[src/rtl/i2c_watch_pkg.sv]
package i2c_watch_pkg;
  localparam int CODE_W = 4;

  localparam logic [CODE_W-1:0] EV_START   = 4'd0;
  localparam logic [CODE_W-1:0] EV_RESTART = 4'd1;
  localparam logic [CODE_W-1:0] EV_STOP    = 4'd2;
  localparam logic [CODE_W-1:0] EV_ACK     = 4'd3;
  localparam logic [CODE_W-1:0] EV_NACK    = 4'd4;
  localparam logic [CODE_W-1:0] EV_ADR_RD  = 4'd5;
  localparam logic [CODE_W-1:0] EV_ADR_WR  = 4'd6;
  localparam logic [CODE_W-1:0] EV_DAT_RD  = 4'd7;
  localparam logic [CODE_W-1:0] EV_DAT_WR  = 4'd8;

  typedef enum logic [1:0] {
    ST_SEEK = 2'd0,
    ST_ADDR = 2'd1,
    ST_ACKB = 2'd2,
    ST_DATA = 2'd3
  } trk_state_e;
endpackage

[src/rtl/i2c_watch_sync.sv]
module i2c_watch_sync #(
  parameter int          WIDTH   = 2,
  parameter int          STAGES  = 2,
  parameter logic [WIDTH-1:0] RST_VAL = '1
) (
  input  logic             clk,
  input  logic             rst_n,
  input  logic [WIDTH-1:0] d,
  output logic [WIDTH-1:0] q
);
  logic [WIDTH-1:0] stg [STAGES];

  always_ff @(posedge clk or negedge rst_n) begin
    if (!rst_n) stg[0] <= RST_VAL;
    else        stg[0] <= d;
  end

  for (genvar i = 1; i < STAGES; i++) begin : g_stage
    always_ff @(posedge clk or negedge rst_n) begin
      if (!rst_n) stg[i] <= RST_VAL;
      else        stg[i] <= stg[i-1];
    end
  end

  assign q = stg[STAGES-1];
endmodule

[src/rtl/i2c_watch_cond.sv]
module i2c_watch_cond (
  input  logic clk,
  input  logic rst_n,
  input  logic scl_s,
  input  logic sda_s,
  output logic clk_rise,
  output logic cond_start,
  output logic cond_stop
);
  logic scl_prev, sda_prev;

  // Lines are taken as previously high after reset (idle bus).
  always_ff @(posedge clk or negedge rst_n) begin
    if (!rst_n) begin
      scl_prev <= 1'b1;
      sda_prev <= 1'b1;
    end else begin
      scl_prev <= scl_s;
      sda_prev <= sda_s;
    end
  end

  assign clk_rise   = !scl_prev && scl_s;
  assign cond_start = sda_prev && !sda_s && scl_s;
  assign cond_stop  = !sda_prev && sda_s && scl_s;
endmodule

[src/rtl/i2c_watch_trk.sv]
module i2c_watch_trk
  import i2c_watch_pkg::*;
#(
  parameter int BYTE_W = 8
) (
  input  logic              clk,
  input  logic              rst_n,
  input  logic              addr_shift,
  input  logic              sda_s,
  input  logic              clk_rise,
  input  logic              cond_start,
  input  logic              cond_stop,
  output logic              evt_valid,
  output logic [CODE_W-1:0] evt_code,
  output logic [BYTE_W-1:0] evt_data
);
  localparam int CNT_W = (BYTE_W > 1) ? $clog2(BYTE_W) : 1;
  localparam logic [CNT_W-1:0] LAST_BIT = CNT_W'(BYTE_W - 1);

  trk_state_e        state;
  logic [CNT_W-1:0]  bit_cnt;
  logic [BYTE_W-1:0] shreg;
  logic              open_txn;
  logic              dir_rd;

  logic              take_start, take_stop, take_bit, take_ack, byte_done;
  logic [BYTE_W-1:0] new_byte;
  logic              fire;
  logic [CODE_W-1:0] code_n;
  logic [BYTE_W-1:0] data_n;

  // Data bits win over conditions while collecting data.
  always_comb begin
    take_bit   = clk_rise && (state == ST_ADDR || state == ST_DATA);
    take_ack   = clk_rise && (state == ST_ACKB);
    take_start = cond_start &&
                 (state == ST_SEEK || (state == ST_DATA && !clk_rise));
    take_stop  = cond_stop && state == ST_DATA && !clk_rise;
    byte_done  = take_bit && (bit_cnt == LAST_BIT);
    new_byte   = {shreg[BYTE_W-2:0], sda_s};
  end

  always_comb begin
    fire   = 1'b0;
    code_n = EV_START;
    data_n = '0;
    if (take_start) begin
      fire   = 1'b1;
      code_n = open_txn ? EV_RESTART : EV_START;
    end else if (take_stop) begin
      fire   = 1'b1;
      code_n = EV_STOP;
    end else if (take_ack) begin
      fire   = 1'b1;
      code_n = sda_s ? EV_NACK : EV_ACK;
    end else if (byte_done) begin
      fire = 1'b1;
      if (state == ST_ADDR) begin
        code_n = new_byte[0] ? EV_ADR_RD : EV_ADR_WR;
        data_n = addr_shift ? {1'b0, new_byte[BYTE_W-1:1]} : new_byte;
      end else begin
        code_n = dir_rd ? EV_DAT_RD : EV_DAT_WR;
        data_n = new_byte;
      end
    end
  end

  always_ff @(posedge clk or negedge rst_n) begin
    if (!rst_n) begin
      state    <= ST_SEEK;
      bit_cnt  <= '0;
      shreg    <= '0;
      open_txn <= 1'b0;
      dir_rd   <= 1'b0;
    end else if (take_start) begin
      state    <= ST_ADDR;
      bit_cnt  <= '0;
      shreg    <= '0;
      open_txn <= 1'b1;
      dir_rd   <= 1'b0;
    end else if (take_stop) begin
      state    <= ST_SEEK;
      bit_cnt  <= '0;
      shreg    <= '0;
      open_txn <= 1'b0;
      dir_rd   <= 1'b0;
    end else if (take_ack) begin
      state <= ST_DATA;
    end else if (take_bit) begin
      if (byte_done) begin
        bit_cnt <= '0;
        shreg   <= '0;
        state   <= ST_ACKB;
        if (state == ST_ADDR) dir_rd <= new_byte[0];
      end else begin
        bit_cnt <= bit_cnt + 1'b1;
        shreg   <= new_byte;
      end
    end
  end

  always_ff @(posedge clk or negedge rst_n) begin
    if (!rst_n) begin
      evt_valid <= 1'b0;
      evt_code  <= '0;
      evt_data  <= '0;
    end else begin
      evt_valid <= fire;
      if (fire) begin
        evt_code <= code_n;
        evt_data <= data_n;
      end
    end
  end
endmodule

[src/rtl/i2c_watch.sv]
module i2c_watch
  import i2c_watch_pkg::*;
#(
  parameter int SYNC_STAGES = 2,
  parameter int BYTE_W      = 8
) (
  input  logic              clk,
  input  logic              rst_n,
  input  logic              scl_in,
  input  logic              sda_in,
  input  logic              addr_shift,
  output logic              evt_valid,
  output logic [CODE_W-1:0] evt_code,
  output logic [BYTE_W-1:0] evt_data
);
  logic [1:0] lines_s;
  logic       clk_rise, cond_start, cond_stop;

  i2c_watch_sync #(.WIDTH(2), .STAGES(SYNC_STAGES), .RST_VAL(2'b11)) u_sync (
    .clk   (clk),
    .rst_n (rst_n),
    .d     ({scl_in, sda_in}),
    .q     (lines_s)
  );

  i2c_watch_cond u_cond (
    .clk        (clk),
    .rst_n      (rst_n),
    .scl_s      (lines_s[1]),
    .sda_s      (lines_s[0]),
    .clk_rise   (clk_rise),
    .cond_start (cond_start),
    .cond_stop  (cond_stop)
  );

  i2c_watch_trk #(.BYTE_W(BYTE_W)) u_trk (
    .clk        (clk),
    .rst_n      (rst_n),
    .addr_shift (addr_shift),
    .sda_s      (lines_s[0]),
    .clk_rise   (clk_rise),
    .cond_start (cond_start),
    .cond_stop  (cond_stop),
    .evt_valid  (evt_valid),
    .evt_code   (evt_code),
    .evt_data   (evt_data)
  );
endmodule

[config.mk]
export PLATFORM = sky130hd
export DESIGN_NAME = i2c_watch
export DESIGN_NICKNAME = d
export VERILOG_FILES = /design/src/rtl/i2c_watch_pkg.sv /design/src/rtl/i2c_watch_sync.sv /design/src/rtl/i2c_watch_cond.sv /design/src/rtl/i2c_watch_trk.sv /design/src/rtl/i2c_watch.sv
export SDC_FILE = /design/constraint.sdc
export NUM_CORES = 1
export LEC_CHECK = 0
export BUFFER_PORTS_ARGS = -buffer_cell sky130_fd_sc_hd__buf_2
export CORE_MARGIN = 3
export CORE_UTILIZATION = 50
export DETAILED_ROUTE_END_ITERATION = 8
export PLACE_DENSITY_LB_ADDON = 0.08
export SETUP_SLACK_MARGIN = 0.15
export SLEW_MARGIN = 20
export SYNTH_ARGS = -nofsm -noshare
export SYNTH_HDL_FRONTEND = slang
export SYNTH_HIERARCHICAL = 1
export SYNTH_SLANG_ARGS = --single-unit
[constraint.sdc]
create_clock -name clk -period 3.6 [get_ports clk]
set_input_delay 0.18 -clock clk [delete_from_list [all_inputs] [get_ports clk]]
set_output_delay 0.18 -clock clk [all_outputs]
set_load 0.005 [all_outputs]
; ---- After elaboration in Yosys (flattened, before gate mapping)
; Cells that the tools add are included.
[totals]
register_bits = 33
in_bits = 5
elab_cells = 88
[classes]
n_addsub = 1
eq_ne = 5
muxes = 42
reduce_logical = 28
[ops]
columns = op, n
row1 = $mux 8, 6
row2 = $mux 7, 5
row3 = $mux 4, 6
row4 = $mux 3, 6
row5 = $mux 1, 13
row6 = $logic_and 1x1->1, 12
row7 = $mux 2, 6
row8 = $reduce_bool 3->1, 3
row9 = $reduce_bool 4->1, 2
row10 = $eq 2x2->1 const B, 2
row11 = $logic_not 1->1, 4
row12 = $reduce_and 2->1, 2
row13 = $reduce_and 4->1, 1
row14 = $add 3x1->3 const B, 1
row15 = $eq 3x3->1 const B, 1
row16 = $ne 3x1->1 const B, 1
row17 = $eq 2x1->1 const B, 1
row18 = $logic_not 2->1, 1
row19 = $logic_or 1x1->1, 2
row20 = $reduce_bool 2->1, 1

; ---- Depth between registers and ports, before layout
[logic_depth]
depth_word = 9
ltp_mapped = 8
ltp_nobuf = 6

; ---- Hierarchy
; Netlist, hierarchy kept.
[modules_own_cells]
columns = mod, n_inst, cells_each, area_each_um2, seq_area_each_um2
row1 = i2c_watch_trk, 1, 127, 1368.8, 675.6
row2 = i2c_watch_sync, 1, 6, 120.1, 105.1
row3 = i2c_watch_cond, 1, 5, 76.3, 52.6

; ---- Least setup slack after synthesis
; Ideal clock, no wire load.
[synth_path]
path_kind = register to register
from = register u_sync.stg (netlist bit u_sync/q[0])
to = register u_trk.bit_cnt[0]
t_arrival_ns = 1.606
t_required_ns = 3.535
slack_ns = 1.928
stages_incl_launch_ff = 8
path_buffers = 2
synth_period_minus_slack_ns = 1.672
cell_sequence = dfstp_2 -> buf_4 -> and3b_1 -> buf_2 -> nor2_1 -> nor2_1 -> o22ai_2 -> mux2_2
[synth_via]
elab_chain_cells = 6
word_cells_on_any_way = 13
cone_classes = eq/ne: 1 / mux: 2 / reduce/logical: 10
[synth_lines]
columns = item, line_no
row1 = start: declaration, i2c_watch_sync.sv:11  ; logic [WIDTH-1:0] stg [STAGES];
row2 = start signal: indexed assignment, i2c_watch_sync.sv:21  ; else stg[i] <= stg[i-1];
row3 = $logic_not 1->1 (*), i2c_watch_cond.sv:24  ; assign cond_start = sda_prev && !sda_s && scl_s;
row4 = $logic_and 1x1->1 (*) (2 in series), i2c_watch_cond.sv:24
row5 = named net cond_start, i2c_watch.sv:17  ; logic clk_rise, cond_start, cond_stop;
row6 = $logic_and 1x1->1 (*), i2c_watch_trk.sv:36  ; take_start = cond_start &&
row7 = $ne 3x1->1 (no source line) / $reduce_bool 3->1 (equally long branches), n/a
row8 = $reduce_and 2->1 (no source line), n/a
row9 = end signal: assignment, i2c_watch_trk.sv:96  ; bit_cnt <= bit_cnt + 1'b1;
row10 = end: declaration, i2c_watch_trk.sv:21  ; logic [CNT_W-1:0] bit_cnt;
; The timed path passes the listed nets; every way through them passes the cells marked *.
; A chain may end at the register's enable or synchronous reset.

; ---- Worst setup path after layout
[layout_path]
from = register u_sync.stg (netlist bit u_sync/q[1])
to = register u_trk.dir_rd
[layout_via]
elab_chain_cells = 7
word_cells_on_any_way = 19
cone_classes = eq/ne: 1 / mux: 2 / reduce/logical: 16
[layout_lines]
columns = item, line_no
row1 = $logic_and 1x1->1 (*), i2c_watch_cond.sv:23  ; assign clk_rise = !scl_prev && scl_s;
row2 = named net clk_rise, i2c_watch.sv:17
row3 = $logic_not 1->1, "i2c_watch_trk.sv:37, i2c_watch_trk.sv:38"
row4 = $logic_and 1x1->1, i2c_watch_trk.sv:37  ; (state == ST_SEEK || (state == ST_DATA && !clk_rise));
row5 = $logic_or 1x1->1, i2c_watch_trk.sv:37
row6 = $logic_and 1x1->1, i2c_watch_trk.sv:36
row7 = $ne 3x1->1 (no source line) / $reduce_bool 3->1 (equally long branches), n/a
row8 = $reduce_and 4->1 (no source line), n/a
row9 = end signal: assignment, i2c_watch_trk.sv:94  ; if (state == ST_ADDR) dir_rd <= new_byte[0];
row10 = end: declaration, i2c_watch_trk.sv:24  ; logic dir_rd;
; Marks and branches as above.

==> flow_summary_export.csv <==
group,metric,value,unit
timing,tightest_slew,0.704,ns
synthesis,synth_top_family_by_area,"compound AO/OA/AOI/OAI gates",
min_path,worstHoldPathType,"primary input to flop",
synthesis,yosysWarningCount,6,
power_and_ir_drop,power.total,1.24,mW
synthesis,synth.most_common_cell,"dfrtp_1",
timing,relSlewSlack,53.1,%
timing,hold_viol,0,
worst_setup_path,path_class,"flop to flop",
cts,post_cts_resize_count,0,
placed_design,dp_hpwl,1890,um
worst_setup_path,start_kind,"flop",
detailed_routing,remaining_drc_errors,0,
finish,area.sequential,833,um^2
timing,fmax,0.499,GHz
timing,setup_viol,0,
finish,num_antenna_cells,0,
finish,synthToLayoutAreaGrowth,11.8,%
cts,clock-sinks,33,
worst_setup_path,cp-endpoint,"u_trk/dir_rd",
detailed_routing,drtIter0Drc,37,
synthesis,syn_area_per_cell,11.3,um^2
power_and_ir_drop,leakagePower,0.850,nW
run,cap_violations,0,
synthesis,synth-edff-count,0,
placed_design,port_buffers,17,
worst_setup_path,critical_path.top_delay_family,"simple AND/OR/NAND/NOR gates",
cts,clkTransAtPathRegs,0.09,ns
worst_setup_path,r2r_start,"u_sync/q[1]",
floorplan,initial_core_util,54.4,%
detailed_routing,ant_nets,0,
timing,setup_tns,0,ns
worst_setup_path,worst-path-buf-inv,1,
synthesis,syn_inst,138,
synthesis,seq_area_frac_synth,53.2,%
floorplan,pin_count,18,
worst_setup_path,r2r_slack,1.60,ns
placed_design,place.gp.congestion,0.753,
worst_setup_path,worst-path-stages,6,
synthesis,synthXorXnorAreaFrac,0.560,%
timing,setup_ws,1.60,ns
global_routing,grt_max_degree,34,
synthesis,synth_compound_area_share,18.1,%
synthesis,synthDistinctLibCells,33,
global_routing,grt_pass1_vias,979,
synthesis,async_flop_share,100,%
finish,nFillCells,237,
synthesis,synth-simple-area-share,14.6,%
synthesis,syn_area,1570,um^2
synthesis,netlist.area_leader.share,43.2,%
worst_setup_path,r2r_end,"u_trk/dir_rd",
placed_design,place_ws,1.61,ns
worst_setup_path,worstSetupEndpointType,"flop",
timing,finalCritPeriodShare,55.6,%
worst_setup_path,path_max_fanout,13,
synthesis,synth_top_area_cell,"dfrtp_1",
worst_setup_path,required,3.81,ns
finish,nets,163,
global_routing,grt_pass1_wl,4750,um
worst_setup_path,max_stage_delay,0.55,ns
cts,clock_latency,0.34,ns
worst_setup_path,critPathLaunch,"u_sync/q[1]",
synthesis,synth_fa_ha_area_share,1.60,%
floorplan,fp.dieW,62.0,um
global_routing,grt.overflow.total,0,
worst_setup_path,reg2regPathDepth,6,
power_and_ir_drop,peakVddDrop,0.361,mV
timing,rsz0062_at_grt,"no",
timing,fin_crit,2.00,ns
worst_setup_path,crit_slowest_cell,"dfstp_2",
outcome,status,"complete, no violations",
detailed_routing,viasPerCell,5.34,
synthesis,synthMuxAreaShare,6.47,%
cts,cts_tree,"done",
finish,multi_input_area,648,um^2
synthesis,synthTopCellsByArea,"dfrtp_1, dfstp_2, mux2i_1",
finish,utilization,60.8,%
detailed_routing,wirelength,2770,um
floorplan,die_h,62.0,um
floorplan,core,2880,um^2
floorplan,rows,19,
synthesis,netlist_top_cells_count,"dfrtp_1, nand2_1, a22o_1, mux2i_1, o21ai_0",
cts,clk_path_buf_depth,2,
floorplan,design.die.area,3840,um^2
worst_setup_path,cp.arrival,2.22,ns
detailed_routing,dr.pass1.iters,6,
global_routing,grt_antenna_before_repair,0,
min_path,min_from,"addr_shift",
cts,htree_levels,2,
global_routing,track_usage,17.7,%
synthesis,synth_seq_cells,33,
power_and_ir_drop,p_per_area,709,nW/um^2
timing,drv_slew,0,
timing,fin_skew,0.0111,ns
worst_setup_path,crit_chain,"nor2b_1 > buf_4 > nand3_1 > nor2_1 > mux2i_1 > nor2_1",
detailed_routing,routedWlPerCell,13.9,um
synthesis,synth_nets,145,
cts,numCtsBuffers,5,
synthesis,yosys_most_used_dff,"dfrtp_1",
worst_setup_path,path_common_cell,"nor2_1",
cts,root_buffer,"clkbuf_4",
detailed_routing,vias,1062,
finish,drive_above_1_share,29.9,%
==> timing repair <==
item | in CTS | in global routing
endpoints found under the hold margin | 29 | 0
setup buffers | 0 | 0
setup endpoints to repair | 0 | 0
hold buffers | 3 | 0
==> cells by family after synthesis <==
family,Yosys count
AO/OA/AOI/OAI,37
XOR/XNOR,1
multiplexers,10
adder cells (fa/ha/maj),2
buffers and inverters,12
flip-flops,33
AND/OR/NAND/NOR,43
==> metal layers <==
layer	routed length (um)	vias to the layer above	GRT usage, %
li1	-	530	-
met1	1370	504	24.4
met2	1200	24	24.1
met3	139	4	6.82
met4	48	0	8.48
met5	0	-	0
==> worst min path at each step <==
stage	end	slack, ns	depth (start not counted)
after floorplan	u_trk/bit_cnt[0]	-0.12	0
after global placement	u_trk/open_txn	0.26	1
after detailed placement	u_trk/open_txn	0.26	1
after CTS	u_trk/evt_data[7]	0.28	4
after global routing	u_trk/evt_data[7]	0.30	4
final	u_trk/evt_data[7]	0.29	4
==> final cells by class <==
type                            count  share of cell area, %
Sequential cell                    33                   47.6
Timing Repair Buffer               21                   7.01
Clock buffer                        7                   3.15
Inverter                            2                  0.429
Tap cell                           42                   3.00
Clock inverter                      1                   1.72
Multi-Input combinational cell     93                   37.1
==> registers in the layout, indices dropped and copies added, names as in the netlist <==
name             flops
u_trk/evt_data       8
u_trk/shreg          7
u_trk/evt_code       4
u_trk/bit_cnt        3
u_sync/q             2
u_sync/stg           2
u_trk/state          2
u_cond/scl_prev      1
u_cond/sda_prev      1
u_trk/dir_rd         1
u_trk/evt_valid      1
u_trk/open_txn       1
==> layout by cell type, fill, tap and decap left out, types with 2 or more instances in the layout <==
cell           Yosys  layout
and3b_1            2       2
inv_1              2       2
o31ai_1            2       2
dfstp_2            6       6
clkbuf_4           0       5
nor2_1             7       7
a21oi_1            4       4
mux2i_1            9       9
nand3b_1           3       3
nand2_2            3       3
a22o_1             9       9
nand2_1           16      16
dfrtp_1           27      27
o21ai_0            8       8
dlygate4sd3_1      0       3
nand3_1            3       3
ha_1               2       2
buf_2              4      17
nor2b_1            5       5
o21ai_2            7       7
==> through the flow <==
stage	hold slack, ns	area, um^2	std cells
after floorplan	-0.116	1570	138
after detailed placement	0.263	1630	188
after CTS	0.277	1750	199
final	0.294	1750	199
after global routing	0.300	1750	199
after global placement	0.261	1630	188
==> power breakdown <==
group	internal, mW	leakage [nW]	total (mW)	switching [mW]
registers	0.475	0.421	0.600	0.124
logic	0.177	0.384	0.354	0.177
clock network	0.166	0.0455	0.287	0.121
total	0.818	0.850	1.24	0.423
==> worst reg2reg max path, delay by kind of cell, from the launching register on <==
kind / cells / cell delay (ns)
AND/OR/NAND/NOR: 4 / 0.94
multiplexers: 1 / 0.20
flip-flops: 1 / 0.55
buffers and inverters: 1 / 0.19
Power figures use the tool's default switching activity.
